File: config.mk
export PLATFORM = sky130hd
export DESIGN_NAME = tx_desc_walker
export DESIGN_NICKNAME = d
export VERILOG_FILES = /design/src/rtl/txdw_pkg.sv /design/src/rtl/txdw_datapath.sv /design/src/rtl/txdw_ctrl.sv /design/src/rtl/tx_desc_walker.sv
export SDC_FILE = /design/constraint.sdc
export NUM_CORES = 1
export LEC_CHECK = 0
export BUFFER_PORTS_ARGS = -buffer_cell sky130_fd_sc_hd__buf_2
export CAP_MARGIN = 20
export CORE_AREA = 2 2 168 170
export DETAILED_ROUTE_END_ITERATION = 10
export DIE_AREA = 0 0 170 172
export PLACE_DENSITY_LB_ADDON = 0.2
export SYNTH_ARGS = -nofsm -noshare
export SYNTH_HDL_FRONTEND = slang
export SYNTH_SLANG_ARGS = --single-unit
File: constraint.sdc
create_clock -name clk -period 4.1 [get_ports clk]
set_clock_uncertainty 0.05 [all_clocks]
set_input_delay 0.205 -clock clk [delete_from_list [all_inputs] [get_ports clk]]
set_output_delay 0.205 -clock clk [all_outputs]
set_load 0.01 [all_outputs]
File: src/rtl/txdw_pkg.sv
`timescale 1ns/1ps
package txdw_pkg;

  typedef enum logic [2:0] {
    ST_IDLE,
    ST_DECIDE,
    ST_BUF1,
    ST_BUF2,
    ST_WB,
    ST_DONE
  } walkState_t;

  // strobes from control to datapath
  typedef struct packed {
    logic latch;
    logic setErr;
    logic selBuf2;
  } dpCtl_t;

  // decoded facts about the captured descriptor
  typedef struct packed {
    logic hasBuf1;
    logic hasBuf2;
    logic doWb;
    logic badAlign;
  } dpFlags_t;

endpackage

File: src/rtl/txdw_datapath.sv
`timescale 1ns/1ps
module txdw_datapath
  import txdw_pkg::*;
#(
  parameter int ADDR_W     = 32,
  parameter int WORD_W     = 32,
  parameter int LEN_W      = 13,
  parameter int LEN2_LSB   = 16,
  parameter int CHAIN_BIT  = 20,
  parameter int EOR_BIT    = 21,
  parameter int LAST_BIT   = 29,
  parameter int TSE_BIT    = 17,
  parameter int DESC_BYTES = 32,
  parameter int WB_OFFSET  = 24,
  parameter int ALIGN_BITS = 2
) (
  input  logic              clk,
  input  logic              rstN,
  input  dpCtl_t            dpCtl,
  input  logic [WORD_W-1:0] ctlWord,
  input  logic [WORD_W-1:0] sizeWord,
  input  logic [ADDR_W-1:0] buf1Ptr,
  input  logic [ADDR_W-1:0] buf2Ptr,
  input  logic [ADDR_W-1:0] curAddr,
  input  logic [ADDR_W-1:0] ringBase,
  input  logic [2*WORD_W-1:0] tsValue,
  output dpFlags_t          flags,
  output logic [ADDR_W-1:0] reqAddr,
  output logic [LEN_W-1:0]  reqLen,
  output logic [ADDR_W-1:0] wbAddr,
  output logic [WORD_W-1:0] wbLow,
  output logic [WORD_W-1:0] wbHigh,
  output logic [ADDR_W-1:0] nextAddr,
  output logic              alignErr
);

  localparam logic [ADDR_W-1:0] DESC_STEP = ADDR_W'(DESC_BYTES);
  localparam logic [ADDR_W-1:0] WB_STEP   = ADDR_W'(WB_OFFSET);

  logic              chainR, eorR, tsGateR, errR;
  logic [LEN_W-1:0]  len1R, len2R;
  logic [ADDR_W-1:0] ptr1R, ptr2R, curR, baseR;
  logic [2*WORD_W-1:0] tsR;

  // bits of the words this block never looks at
  logic unusedBits;
  assign unusedBits = ^{ctlWord, sizeWord};

  always_ff @(posedge clk) begin
    if (!rstN) begin
      chainR  <= 1'b0;
      eorR    <= 1'b0;
      tsGateR <= 1'b0;
      len1R   <= '0;
      len2R   <= '0;
      ptr1R   <= '0;
      ptr2R   <= '0;
      curR    <= '0;
      baseR   <= '0;
      tsR     <= '0;
    end else if (dpCtl.latch) begin
      chainR  <= ctlWord[CHAIN_BIT];
      eorR    <= ctlWord[EOR_BIT];
      tsGateR <= ctlWord[LAST_BIT] & ctlWord[TSE_BIT];
      len1R   <= sizeWord[LEN_W-1:0];
      len2R   <= sizeWord[LEN2_LSB +: LEN_W];
      ptr1R   <= buf1Ptr;
      ptr2R   <= buf2Ptr;
      curR    <= curAddr;
      baseR   <= ringBase;
      tsR     <= tsValue;
    end
  end

  always_ff @(posedge clk) begin
    if (!rstN)              errR <= 1'b0;
    else if (dpCtl.latch)   errR <= 1'b0;
    else if (dpCtl.setErr)  errR <= 1'b1;
  end

  always_comb begin
    flags.hasBuf1  = (len1R != '0);
    flags.hasBuf2  = !chainR && (len2R != '0);
    flags.doWb     = tsGateR;
    flags.badAlign = chainR && (ptr2R[ALIGN_BITS-1:0] != '0);
  end

  assign reqAddr  = dpCtl.selBuf2 ? ptr2R : ptr1R;
  assign reqLen   = dpCtl.selBuf2 ? len2R : len1R;
  assign wbAddr   = curR + WB_STEP;
  assign wbLow    = tsR[WORD_W-1:0];
  assign wbHigh   = tsR[2*WORD_W-1:WORD_W];
  assign nextAddr = chainR ? ptr2R : (eorR ? baseR : curR + DESC_STEP);
  assign alignErr = errR;


  err_sticky_chk: assert property (@(posedge clk) disable iff (!rstN)
    errR && !dpCtl.latch |=> errR);

endmodule

File: src/rtl/txdw_ctrl.sv
`timescale 1ns/1ps
module txdw_ctrl
  import txdw_pkg::*;
(
  input  logic     clk,
  input  logic     rstN,
  input  logic     startIn,
  input  dpFlags_t flags,
  input  logic     reqReady,
  input  logic     wbReady,
  output dpCtl_t   dpCtl,
  output logic     reqValid,
  output logic     wbValid,
  output logic     doneOut
);

  walkState_t state, stateNxt;

  // where to go once buffer 1 is behind us
  function automatic walkState_t afterBuf1(dpFlags_t f);
    if (f.hasBuf2)   return ST_BUF2;
    else if (f.doWb) return ST_WB;
    else             return ST_DONE;
  endfunction

  always_comb begin
    stateNxt      = state;
    dpCtl.latch   = 1'b0;
    dpCtl.setErr  = 1'b0;
    dpCtl.selBuf2 = (state == ST_BUF2);
    unique case (state)
      ST_IDLE: begin
        if (startIn) begin
          dpCtl.latch = 1'b1;
          stateNxt    = ST_DECIDE;
        end
      end
      ST_DECIDE: begin
        if (flags.badAlign) begin
          dpCtl.setErr = 1'b1;
          stateNxt     = ST_DONE;
        end else if (flags.hasBuf1) begin
          stateNxt = ST_BUF1;
        end else begin
          stateNxt = afterBuf1(flags);
        end
      end
      ST_BUF1:  if (reqReady) stateNxt = afterBuf1(flags);
      ST_BUF2:  if (reqReady) stateNxt = flags.doWb ? ST_WB : ST_DONE;
      ST_WB:    if (wbReady)  stateNxt = ST_DONE;
      ST_DONE:  stateNxt = ST_IDLE;
      default:  stateNxt = ST_IDLE;
    endcase
  end

  always_ff @(posedge clk) begin
    if (!rstN) state <= ST_IDLE;
    else       state <= stateNxt;
  end

  assign reqValid = (state == ST_BUF1) || (state == ST_BUF2);
  assign wbValid  = (state == ST_WB);
  assign doneOut  = (state == ST_DONE);


  done_pulse_chk: assert property (@(posedge clk) disable iff (!rstN)
    doneOut |=> !doneOut);


  busy_start_chk: assert property (@(posedge clk) disable iff (!rstN)
    (state != ST_IDLE) |-> !dpCtl.latch);


  wb_last_chk: assert property (@(posedge clk) disable iff (!rstN)
    wbValid |-> !reqValid);

endmodule

File: src/rtl/tx_desc_walker.sv
`timescale 1ns/1ps
module tx_desc_walker
  import txdw_pkg::*;
#(
  parameter int ADDR_W = 32,
  parameter int WORD_W = 32,
  parameter int LEN_W  = 13
) (
  input  logic              clk,
  input  logic              rstN,
  input  logic              startIn,
  input  logic [WORD_W-1:0] ctlWord,
  input  logic [WORD_W-1:0] sizeWord,
  input  logic [ADDR_W-1:0] buf1Ptr,
  input  logic [ADDR_W-1:0] buf2Ptr,
  input  logic [ADDR_W-1:0] curAddr,
  input  logic [ADDR_W-1:0] ringBase,
  input  logic [2*WORD_W-1:0] tsValue,
  output logic              reqValid,
  input  logic              reqReady,
  output logic [ADDR_W-1:0] reqAddr,
  output logic [LEN_W-1:0]  reqLen,
  output logic              wbValid,
  input  logic              wbReady,
  output logic [ADDR_W-1:0] wbAddr,
  output logic [WORD_W-1:0] wbLow,
  output logic [WORD_W-1:0] wbHigh,
  output logic [ADDR_W-1:0] nextAddr,
  output logic              alignErr,
  output logic              doneOut
);

  dpCtl_t   dpCtl;
  dpFlags_t flags;

  txdw_ctrl u_ctrl (
    .clk      (clk),
    .rstN     (rstN),
    .startIn  (startIn),
    .flags    (flags),
    .reqReady (reqReady),
    .wbReady  (wbReady),
    .dpCtl    (dpCtl),
    .reqValid (reqValid),
    .wbValid  (wbValid),
    .doneOut  (doneOut)
  );

  txdw_datapath #(
    .ADDR_W (ADDR_W),
    .WORD_W (WORD_W),
    .LEN_W  (LEN_W)
  ) u_dp (
    .clk      (clk),
    .rstN     (rstN),
    .dpCtl    (dpCtl),
    .ctlWord  (ctlWord),
    .sizeWord (sizeWord),
    .buf1Ptr  (buf1Ptr),
    .buf2Ptr  (buf2Ptr),
    .curAddr  (curAddr),
    .ringBase (ringBase),
    .tsValue  (tsValue),
    .flags    (flags),
    .reqAddr  (reqAddr),
    .reqLen   (reqLen),
    .wbAddr   (wbAddr),
    .wbLow    (wbLow),
    .wbHigh   (wbHigh),
    .nextAddr (nextAddr),
    .alignErr (alignErr)
  );


  req_hold_chk: assert property (@(posedge clk) disable iff (!rstN)
    reqValid && !reqReady |=> reqValid && $stable(reqAddr) && $stable(reqLen));


  no_zero_len_chk: assert property (@(posedge clk) disable iff (!rstN)
    reqValid |-> reqLen != '0);


  err_quiet_chk: assert property (@(posedge clk) disable iff (!rstN)
    alignErr |-> !reqValid && !wbValid);

endmodule

# --- Word level (Yosys, flattened, before mapping) ---
# Index checks and enable logic that the tools add are counted.
word_totals:
  regBits: 225
  input_bits: 261
  output_inout_bits: 177
  wordCells: 52
classes:
  add_sub_neg: 2
  n_eq_ne: 9
  muxes: 17
  n_bitwise: 2
  reduce_logical: 10
op_table:
  columns: ["operator", "n"]
  rows:
  - ["2-to-1 mux 32 bit", 3]
  - ["adder 32 x 5 -> 32 bit (second input constant)", 1]
  - ["adder 32 x 6 -> 32 bit (second input constant)", 1]
  - ["nonzero test 13 bit", 2]
  - ["2-to-1 mux 3 bit", 7]
  - ["one-hot mux 3 bit (5 select lines)", 1]
  - ["2-to-1 mux 13 bit", 1]
  - ["equality test 3 x 2 -> 1 bit (second input constant)", 2]
  - ["equality test 3 bit (second input constant)", 2]
  - ["inequality test 2 bit (second input constant)", 3]
  - ["2-to-1 mux 1 bit", 5]
  - ["AND reduction 4 bit", 1]
  - ["equality test 3 x 1 -> 1 bit (second input constant)", 1]
  - ["zero test 3 bit", 1]
  - ["logical AND 1 bit", 2]
  - ["inequality test 2 x 1 -> 1 bit (second input constant)", 1]
  - ["nonzero test 2 bit", 1]
  - ["OR reduction 2 bit", 1]
  - ["bitwise AND 1 bit", 1]
  - ["zero test 1 bit", 1]
  - ["logical OR 1 bit", 1]
  - ["NOT 1 bit", 1]

# --- Longest topological paths before layout ---
# Gate-level depths: netlist (run 1).
logic_depth:
  word_depth: 6
  depth_mapped: 8
  depth_no_buf: 6

# --- Hierarchy ---
# Synthesis (run 1) repeated with hierarchy kept, for this count alone.
hier_totals:
  cells_unflattened: 1081
  hier_area_um2: 10686.5
modules_own_cells:
  columns: ["mod", "n_inst", "cells_per_inst", "area_per_inst_um2", "seq_area_each_um2"]
  rows:
  - ["txdw_datapath", 1, 1040, 10390.0, 4444.3]
  - ["txdw_ctrl", 1, 41, 296.5, 60.1]

# --- Worst setup path after synthesis (run 1) ---
# No wires, ideal clock.
synth_path:
  path_kind: "register to output"
  startpoint: "reg u_dp.curR[5]"
  endpoint: "out wbAddr[19]"
  t_arrival_ns: 1.595
  t_required_ns: 3.845
  setup_slack_ns: 2.250
  path_stages_with_launch: 7
  path_buffers: 0
  path_cell_list: "dfxtp_1 > ha_1 > nand2_1 > or3_4 > nor2_4 > nand3_1 > xnor2_1"
synth_via:
  elab_chain_len: 1
synth_rtl:
  columns: ["item", "line", "rtl"]
  rows:
  - ["from (decl)", "txdw_datapath.sv:42", "logic [ADDR_W-1:0] ptr1R, ptr2R, curR, baseR;"]
  - ["from (signal assigned)", "txdw_datapath.sv:69", "curR <= curAddr;"]
  - ["adder 32 x 5 -> 32 bit", "txdw_datapath.sv:90", "assign wbAddr = curR + WB_STEP;"]
  - ["to (decl)", "tx_desc_walker.sv:25", "output logic [ADDR_W-1:0] wbAddr,"]
# Every way passes these cells.

# --- Worst setup path in the final report (run 1) ---
layout_path:
  startpoint: "reg u_dp.curR[8]"
  endpoint: "out wbAddr[29]"
# Same word-level chain as after synthesis.

==> out/metrics.yaml, run 1 <==
status:
  status: "completed"
routing:
  totalWireLength_microns: 37540
  drtIter0Drc: 608
  routed_via_density: 4.953
  dr_total_vias: 11100
  drt_pass1_iterations: 5
  ant_nets: 0
  wl_per_cell_microns: 16.75
  drc: 0
floorplanning:
  die_area_sq_um: 29240
  num_rows: 61
  floorplan.initialDensity_pct: 38.95
  die_w_microns: 170
  core_sq_um: 27480
  dieHeight_microns: 172
  ioPinCount: 438
timing:
  fin_hold_ws_ps: 39.12
  slew_headroom_pct: 36.77
  setup_violations: 0
  finalMaxSlewViolations: 0
  rsz0062_at_grt: "no"
  finalCriticalPeriod_ps: 2984
  fin_setup_tns_ps: 0
  fmax_ghz: 0.3351
  worst_pin_slew_ps: 948.5
  hold_viol: 0
  period_share_pct: 72.78
synthesis:
  ys_warn_count: 0
  synth_compound_area_share_pct: 19.83
  syn_area_sq_um: 10700
  synthMuxAreaShare_pct: 5.799
  async_reset_ff_share_pct: 0
  synthAdderAreaFrac_pct: 0.2338
  synth_top_area_share_pct: 42.09
  synthDistinctLibCells: 56
  synth_cells: 1325
  synth_most_common_cell: "nand2_1"
  synth_area_leaders: "dfxtp_1, nand2_1, a21boi_0"
  synth_top_family_by_area: "simple AND/OR/NAND/NOR gates"
  yosys-top-cells-count: "nand2_1, dfxtp_1, a21boi_0"
  synth-main-ff-cell: "dfxtp_1"
  synth-xor-area-share_pct: 4.174
  synth_simple_gate_area_share_pct: 22.42
  ys_seq_area_share_pct: 42.09
  synth_top_cell_by_area: "dfxtp_1"
  synth_edf_count: 0
  syn_area_per_cell_sq_um: 8.077
  synthesis.nets: 1588
  ys_ff_latch: 225
power:
  vdd_drop_max_mv: 0.3354
  p_per_area_nw_per_um2: 525.7
  total_leakage_power_nw: 6.872
cells_and_area:
  nNetsFinal: 2141
  n_fill_cell: 2493
  final_core_util_pct: 57.38
  drive_gt1_share_pct: 27.21
  areaGrowthSynthToFinish_pct: 47.32
setup_path:
  cp_slowest_stage_delay_ps: 650
  cp-end-kind: "output port"
  cp_cell_sequence: "nand4_4, nor4_4, and2_2, nand3_1, xnor2_1, buf_2"
  crit_type: "flip-flop to output port"
  critPathBufInv: 1
  crit_cells: 6
  path_max_fanout: 13
  cpMaxStageDelayCell: "nor4_4"
  crit_family: "simple AND/OR/NAND/NOR gates"
  worstSetupStartpointType: "flip-flop"
  r2r_slack_ps: 1270
  worstPathRequired_ps: 3850
  arrival_ps: 2730
  reg2reg_depth: 6
clock_tree:
  ctsResizeCount: 0
  clk_latency_ps: 520
  clockBufferDepth: 3
  h-tree-depth: 1
  path_clk_slew_ps: 60
  cts_tree: "built"
  root_buffer: "clkbuf_16"
  numCtsBuffers: 26
  clock-sinks: 225
global_routing:
  grt_max_degree: 150
  grt_antenna_before_repair: 2
  grtUsageTotal_pct: 24.47
  grt_pass1_vias: 10930
  grt_remaining_overflow: 0
  grt_pass1_wl_microns: 57260
worst_hold_path:
  hp-class: "primary input to flip-flop"
  holdPathStages: 3
place:
  numPortBuffers: 403
  dp_hpwl_microns: 24560
  gp_congestion: 0.8868
flow_run:
  drv_cap: 0
layout by cell type (no fill, tap or decap), types with 4 or more instances in the layout:
| cell | count |
|---|---|
| nor3_1 | 6 |
| nand2_1 | 478 |
| clkbuf_1 | 7 |
| xnor2_1 | 31 |
| and3_1 | 7 |
| a21boi_0 | 185 |
| buf_2 | 402 |
| nor2_1 | 17 |
| nor4_1 | 4 |
| buf_4 | 8 |
| clkbuf_16 | 27 |
| o211ai_1 | 4 |
| dfxtp_1 | 224 |
| dlygate4sd3_1 | 223 |
| clkbuf_8 | 6 |
| a21oi_1 | 9 |
| xor2_1 | 20 |
| a21boi_1 | 36 |
| nand4_1 | 14 |
| mux2_2 | 46 |
| a22oi_1 | 15 |
| o21ai_0 | 25 |
| mux2i_1 | 8 |
| nand3_1 | 21 |
| o21ai_1 | 10 |
| inv_1 | 5 |
cell type report:
cell class              count  area (sq um)  share of cell area (%)
repair buffers            637          4375                   27.75
multi-input cells         982          5624                   35.67
flip-flops and latches    225          4506                   28.58
clock buffers              40         784.5                   4.976
clock inverters             3         15.01                 0.09524
well taps                 346         432.9                   2.746
diodes                      2         5.005                 0.03175
inverters                   6         22.52                  0.1429
metrics by stage:
step	setup WS, ps	std cells	power [W]	instance area [sq um]
2_1_floorplan	2250	1325	0.004942	10700
3_3_place_gp	1686	1972	0.005914	12720
4_1_cts	1087	2238	0.008355	15750
5_1_grt	913.6	2241	0.008831	15770
6_report	1116	2241	0.008288	15770
3_5_place_dp	1645	1972	0.005961	12720
repair_timing:
action	CTS	global route
hold buffers	223	0
setup endpoints to repair	0	0
setup buffers	0	0
hold endpoints to repair	222	0
where the power goes:
part | switching [W] | leakage (nW) | internal [W] | total [W]
registers | 0.000453 | 1.85 | 0.00266 | 0.00312
clock network | 0.000899 | 0.396 | 0.00130 | 0.00220
logic | 0.00179 | 4.63 | 0.00118 | 0.00297
flip-flops by register name (all words and copies together), names as in the netlist:
name           cells
u_dp.baseR        32
u_dp.tsR          64
u_dp.curR         32
u_dp.ptr2R        32
u_dp.len2R        13
u_dp.chainR        1
u_dp.alignErr      1
u_dp.eorR          1
u_dp.ptr1R        32
u_ctrl.state       3
u_dp.len1R        13
u_dp.tsGateR       1
path summary, 6_finish.rpt:
path,startpoint,endpoint
setup reg to reg,u_ctrl.state[0]$_SDFFE_PN0P_,u_dp.tsGateR$_SDFFE_PN0P_
setup / recovery,u_dp.curR[8]$_SDFFE_PN0P_,wbAddr[29]
hold / removal,reqReady,u_ctrl.state[2]$_SDFFE_PN0P_
hold reg to reg,u_dp.tsR[39]$_SDFFE_PN0P_,u_dp.tsR[39]$_SDFFE_PN0P_
worst min-delay path, delay by kind of cell:
family / cells / cell delay, ps
AOI/OAI and AO/OA: 2 / 220
buffers and inverters: 1 / 140
cell families (layout without fill, tap and decap cells):
family	Yosys count	count (layout)
AO/OA/AOI/OAI	297	297
flip-flops	225	225
XOR/XNOR	51	51
multiplexers	56	56
adder cells (fa/ha/maj)	2	2
buffers and inverters	118	686
AND/OR/NAND/NOR	576	576
other	0	2
layer usage:
layer  wire (microns)  part of all wire [%]  track usage, %
met2            18250                    49           43.83
met1            15310                    41           28.78
met5                0                     0               0
met4             1350                   3.6           9.142
met3             2633                   7.0           5.241
Note: power is estimated with default switching activity, not from simulation.
==> inputs of run 2 (changes only) <==
--- a/config.mk
+++ b/config.mk
@@ -5,11 +5,12 @@
 export SDC_FILE = /design/constraint.sdc
 export NUM_CORES = 1
 export LEC_CHECK = 0
+export ABC_AREA = 1
 export BUFFER_PORTS_ARGS = -buffer_cell sky130_fd_sc_hd__buf_2
 export CAP_MARGIN = 20
-export CORE_AREA = 2 2 168 170
+export CORE_AREA = 2 2 171 173
 export DETAILED_ROUTE_END_ITERATION = 10
-export DIE_AREA = 0 0 170 172
+export DIE_AREA = 0 0 173 175
 export PLACE_DENSITY_LB_ADDON = 0.2
 export SYNTH_ARGS = -nofsm -noshare
 export SYNTH_HDL_FRONTEND = slang
==> constraint.sdc (replaced) <==
create_clock -name clk -period 2.55 [get_ports clk]
set_clock_uncertainty 0.05 [all_clocks]
set_input_delay 0.1275 -clock clk [delete_from_list [all_inputs] [get_ports clk]]
set_output_delay 0.1275 -clock clk [all_outputs]
set_load 0.01 [all_outputs]
==> out/metrics.yaml, run 2 <==
cells_and_area:
  layout_common_cells: "buf_2, nand2_1, a21oi_1"  # was nand2_1, buf_2, dfxtp_1
  final_area_sq_um: 16100  # was 15770 sq um
  nNetsFinal: 2324  # was 2141
  final_core_util_pct: 56.69  # was 57.38%
  seqCellArea_sq_um: 4522  # was 4506 sq um
  n_fill_cell: 2650  # was 2493
  mostFrequentLayoutCell: "buf_2"  # was nand2_1
  multi_input_area_sq_um: 4857  # was 5624 sq um
  areaGrowthSynthToFinish_pct: 58.83  # was 47.32%
  top_register: "u_dp.tsR"  # unchanged
  drive_gt1_share_pct: 25.53  # was 27.21%
  largest_register_ffs: 64  # unchanged
synthesis:
  ys_seq_area_share_pct: 44.45  # was 42.09%
  synthAdderAreaFrac_pct: 0.2469  # was 0.2338%
  async_reset_ff_share_pct: 0  # unchanged
  synthesis.nets: 1710  # was 1588
  ys_ff_latch: 225  # unchanged
  synthMuxAreaShare_pct: 0  # was 5.799%
  syn_area_per_cell_sq_um: 7.003  # was 8.077 sq um
  synth_edf_count: 0  # unchanged
  synth_top_area_share_pct: 44.45  # was 42.09%
  synth_compound_area_share_pct: 22.39  # was 19.83%
  synthDistinctLibCells: 31  # was 56
  synth_most_common_cell: "nand2_1"  # unchanged
  synth_top_cell_by_area: "dfxtp_1"  # unchanged
  yosys-top-cells-count: "nand2_1, a21oi_1, dfxtp_1"  # was nand2_1, dfxtp_1, a21boi_0
  ys_warn_count: 0  # unchanged
  synth_top_family_by_area: "compound AO/OA/AOI/OAI gates"  # was simple AND/OR/NAND/NOR gates
  synth_cells: 1447  # was 1325
  synth-xor-area-share_pct: 3.371  # was 4.174%
  synth-main-ff-cell: "dfxtp_1"  # unchanged
  syn_area_sq_um: 10130  # was 10700 sq um
  synth_area_leaders: "dfxtp_1, nand2_1, a21oi_1"  # was dfxtp_1, nand2_1, a21boi_0
  synth_simple_gate_area_share_pct: 20.79  # was 22.42%
routing:
  drt_pass1_iterations: 6  # was 5
  drc: 0  # unchanged
  wl_per_cell_microns: 17.37  # was 16.75 microns
  ant_nets: 0  # unchanged
  totalWireLength_microns: 42850  # was 37540 microns
  dr_total_vias: 12130  # was 11100
  drtIter0Drc: 799  # was 608
  routed_via_density: 4.916  # was 4.953
global_routing:
  top_usage_layer: "met2"  # unchanged
  met1_usage_pct: 32.64  # was 28.78%
  grt_remaining_overflow: 0  # unchanged
  grt_antenna_before_repair: 6  # was 2
  grt_max_degree: 167  # was 150
  grt_pass1_wl_microns: 64350  # was 57260 microns
  grtUsageTotal_pct: 26.72  # was 24.47%
  grt_use_met3_pct: 5.026  # was 5.241%
  met2_usage_pct: 46.68  # was 43.83%
  grt_pass1_vias: 11870  # was 10930
setup_path:
  crit_type: "flip-flop to output port"  # unchanged
  arrival_ps: 2360  # was 2730 ps
  r2r_slack_ps: 210  # was 1270 ps
  r2r_end: "u_dp.tsR[20]$_SDFFE_PN0P_"  # was u_dp.tsGateR$_SDFFE_PN0P_
  r2r-start: "u_ctrl.state[0]$_SDFFE_PN0P_"  # unchanged
  path_max_fanout: 9  # was 13
  worstSetupStartpointType: "flip-flop"  # unchanged
  worstPathRequired_ps: 2370  # was 3850 ps
  cp-end-kind: "output port"  # unchanged
  reg2reg_depth: 7  # was 6
clock_tree:
  h-tree-depth: 1  # unchanged
  path_clk_slew_ps: 60  # about the same
  numCtsBuffers: 26  # unchanged
  clock-sinks: 225  # unchanged
  cts_tree: "built"  # unchanged
  clk_latency_ps: 540  # was 520 ps
  clockBufferDepth: 3  # unchanged
  root_buffer: "clkbuf_16"  # unchanged
floorplanning:
  core_sq_um: 28390  # was 27480 sq um
  dieHeight_microns: 175  # was 172 microns
  floorplan.initialDensity_pct: 35.69  # was 38.95%
  ioPinCount: 438  # unchanged
  num_rows: 62  # was 61
  die_area_sq_um: 30280  # was 29240 sq um
  die_w_microns: 173  # was 170 microns
timing:
  finalMaxSlewViolations: 0  # unchanged
  period_share_pct: 99.58
  worst_pin_slew_ps: 885.4  # was 948.5 ps
  setup_violations: 0  # unchanged
  hold_viol: 0  # unchanged
  fmax_ghz: 0.3938
  fin_hold_ws_ps: 61.59  # was 39.12 ps
  slew_headroom_pct: 40.97  # was 36.77%
  finalCriticalPeriod_ps: 2539
place:
  gp_congestion: 0.9045  # was 0.8868
  postPlaceCellArea_sq_um: 12430  # was 12720 sq um
  dp_hpwl_microns: 28500  # was 24560 microns
  numPortBuffers: 403  # unchanged
power:
  total_leakage_power_nw: 7.432  # was 6.872 nW
  p_per_area_nw_per_um2: 949.9  # was 525.7 nW/um^2
  vdd_drop_max_mv: 0.6479  # was 0.3354 mV
worst_hold_path:
  whs_endpoint: "u_ctrl.state[1]$_SDFFE_PN0P_"  # was u_ctrl.state[2]$_SDFFE_PN0P_
  hp-start: "startIn"  # was reqReady
  holdPathStages: 5  # was 3
  hp-class: "primary input to flip-flop"  # unchanged
flow_run:
  drv_cap: 0  # unchanged
status:
  status: "completed"  # unchanged
-- run 2: changes by cell type after synthesis, moves of 33 or more --
cell	previous run	this run
a21boi_0	185	0
a21boi_1	36	0
a21oi_1	9	264
mux2_2	46	0
o21ai_0	25	163
nor2_1	17	50
nand2_1	479	403
inv_1	5	120
-- run 2: worst max path at each step --
stage	slack (ps)	startpoint	cells after the start	end
detailed placement	440	u_dp.curR[5]$_SDFFE_PN0P_	9	nextAddr[17]
global placement	440	u_dp.curR[12]$_SDFFE_PN0P_	10	nextAddr[20]
finish	10	u_dp.curR[3]$_SDFFE_PN0P_	6	wbAddr[19]
global route	-5	u_dp.curR[3]$_SDFFE_PN0P_	6	wbAddr[21]
CTS	-1	u_dp.curR[5]$_SDFFE_PN0P_	10	nextAddr[21]
floorplan	880	u_dp.curR[5]$_SDFFE_PN0P_	8	nextAddr[17]
-- run 2: through the flow --
step	instances	setup slack [ps]	total power, W	TNS, ps
3_5_place_dp	2152	438.3	0.01083	0
6_report	2467	10.75	0.01529	0
5_1_grt	2467	-5.114	0.01619	-9.226
3_3_place_gp	2152	441.0	0.01078	0
2_1_floorplan	1447	883.1	0.008466	0
4_1_cts	2458	-1.470	0.01518	-1.470
-- run 2: worst max-delay path, cell delays in order, from the launching register on --
cell and delay (ps):
dfxtp_1 330, inv_1 100, ha_1 570, inv_1 230, nand2_1 130, xor2_1 270
buf_2 190
-- run 2: routing by layer --
metal | vias to the layer above | share of wire [%]
li1 | 5911 | -
met1 | 5591 | 41
met2 | 504 | 48
met3 | 116 | 7.1
met4 | 6 | 4.0
met5 | - | 0.079
-- run 2: final cells by class --
class,instances,area share [%]
clock inverters,11,0.8940
inverters,123,2.915
repair buffers,686,30.24
clock buffers,36,4.649
diodes,3,0.04664
flip-flops and latches,225,28.09
well taps,384,2.985
multi-input cells,999,30.18
-- run 2: kinds of logic after synthesis --
family          Yosys count
compound gates          447
flops                   225
fa+ha+maj                 2
xor+xnor                 39
buf+inv                 223
simple gates            511
-- run 2: repair_timing --
action	in CTS	in global routing
hold buffers	257	0
endpoints found under the setup margin	12	18
hold endpoints to repair	224	0
gates resized for setup	6	41
pin swaps	3	10
buffers inserted	2	6
-- run 2: report_power, final --
part / switching [W] / internal (W) / total, W
clock network: 0.00156 / 0.00235 / 0.00391
registers: 0.000581 / 0.00445 / 0.00504
logic: 0.00401 / 0.00233 / 0.00634
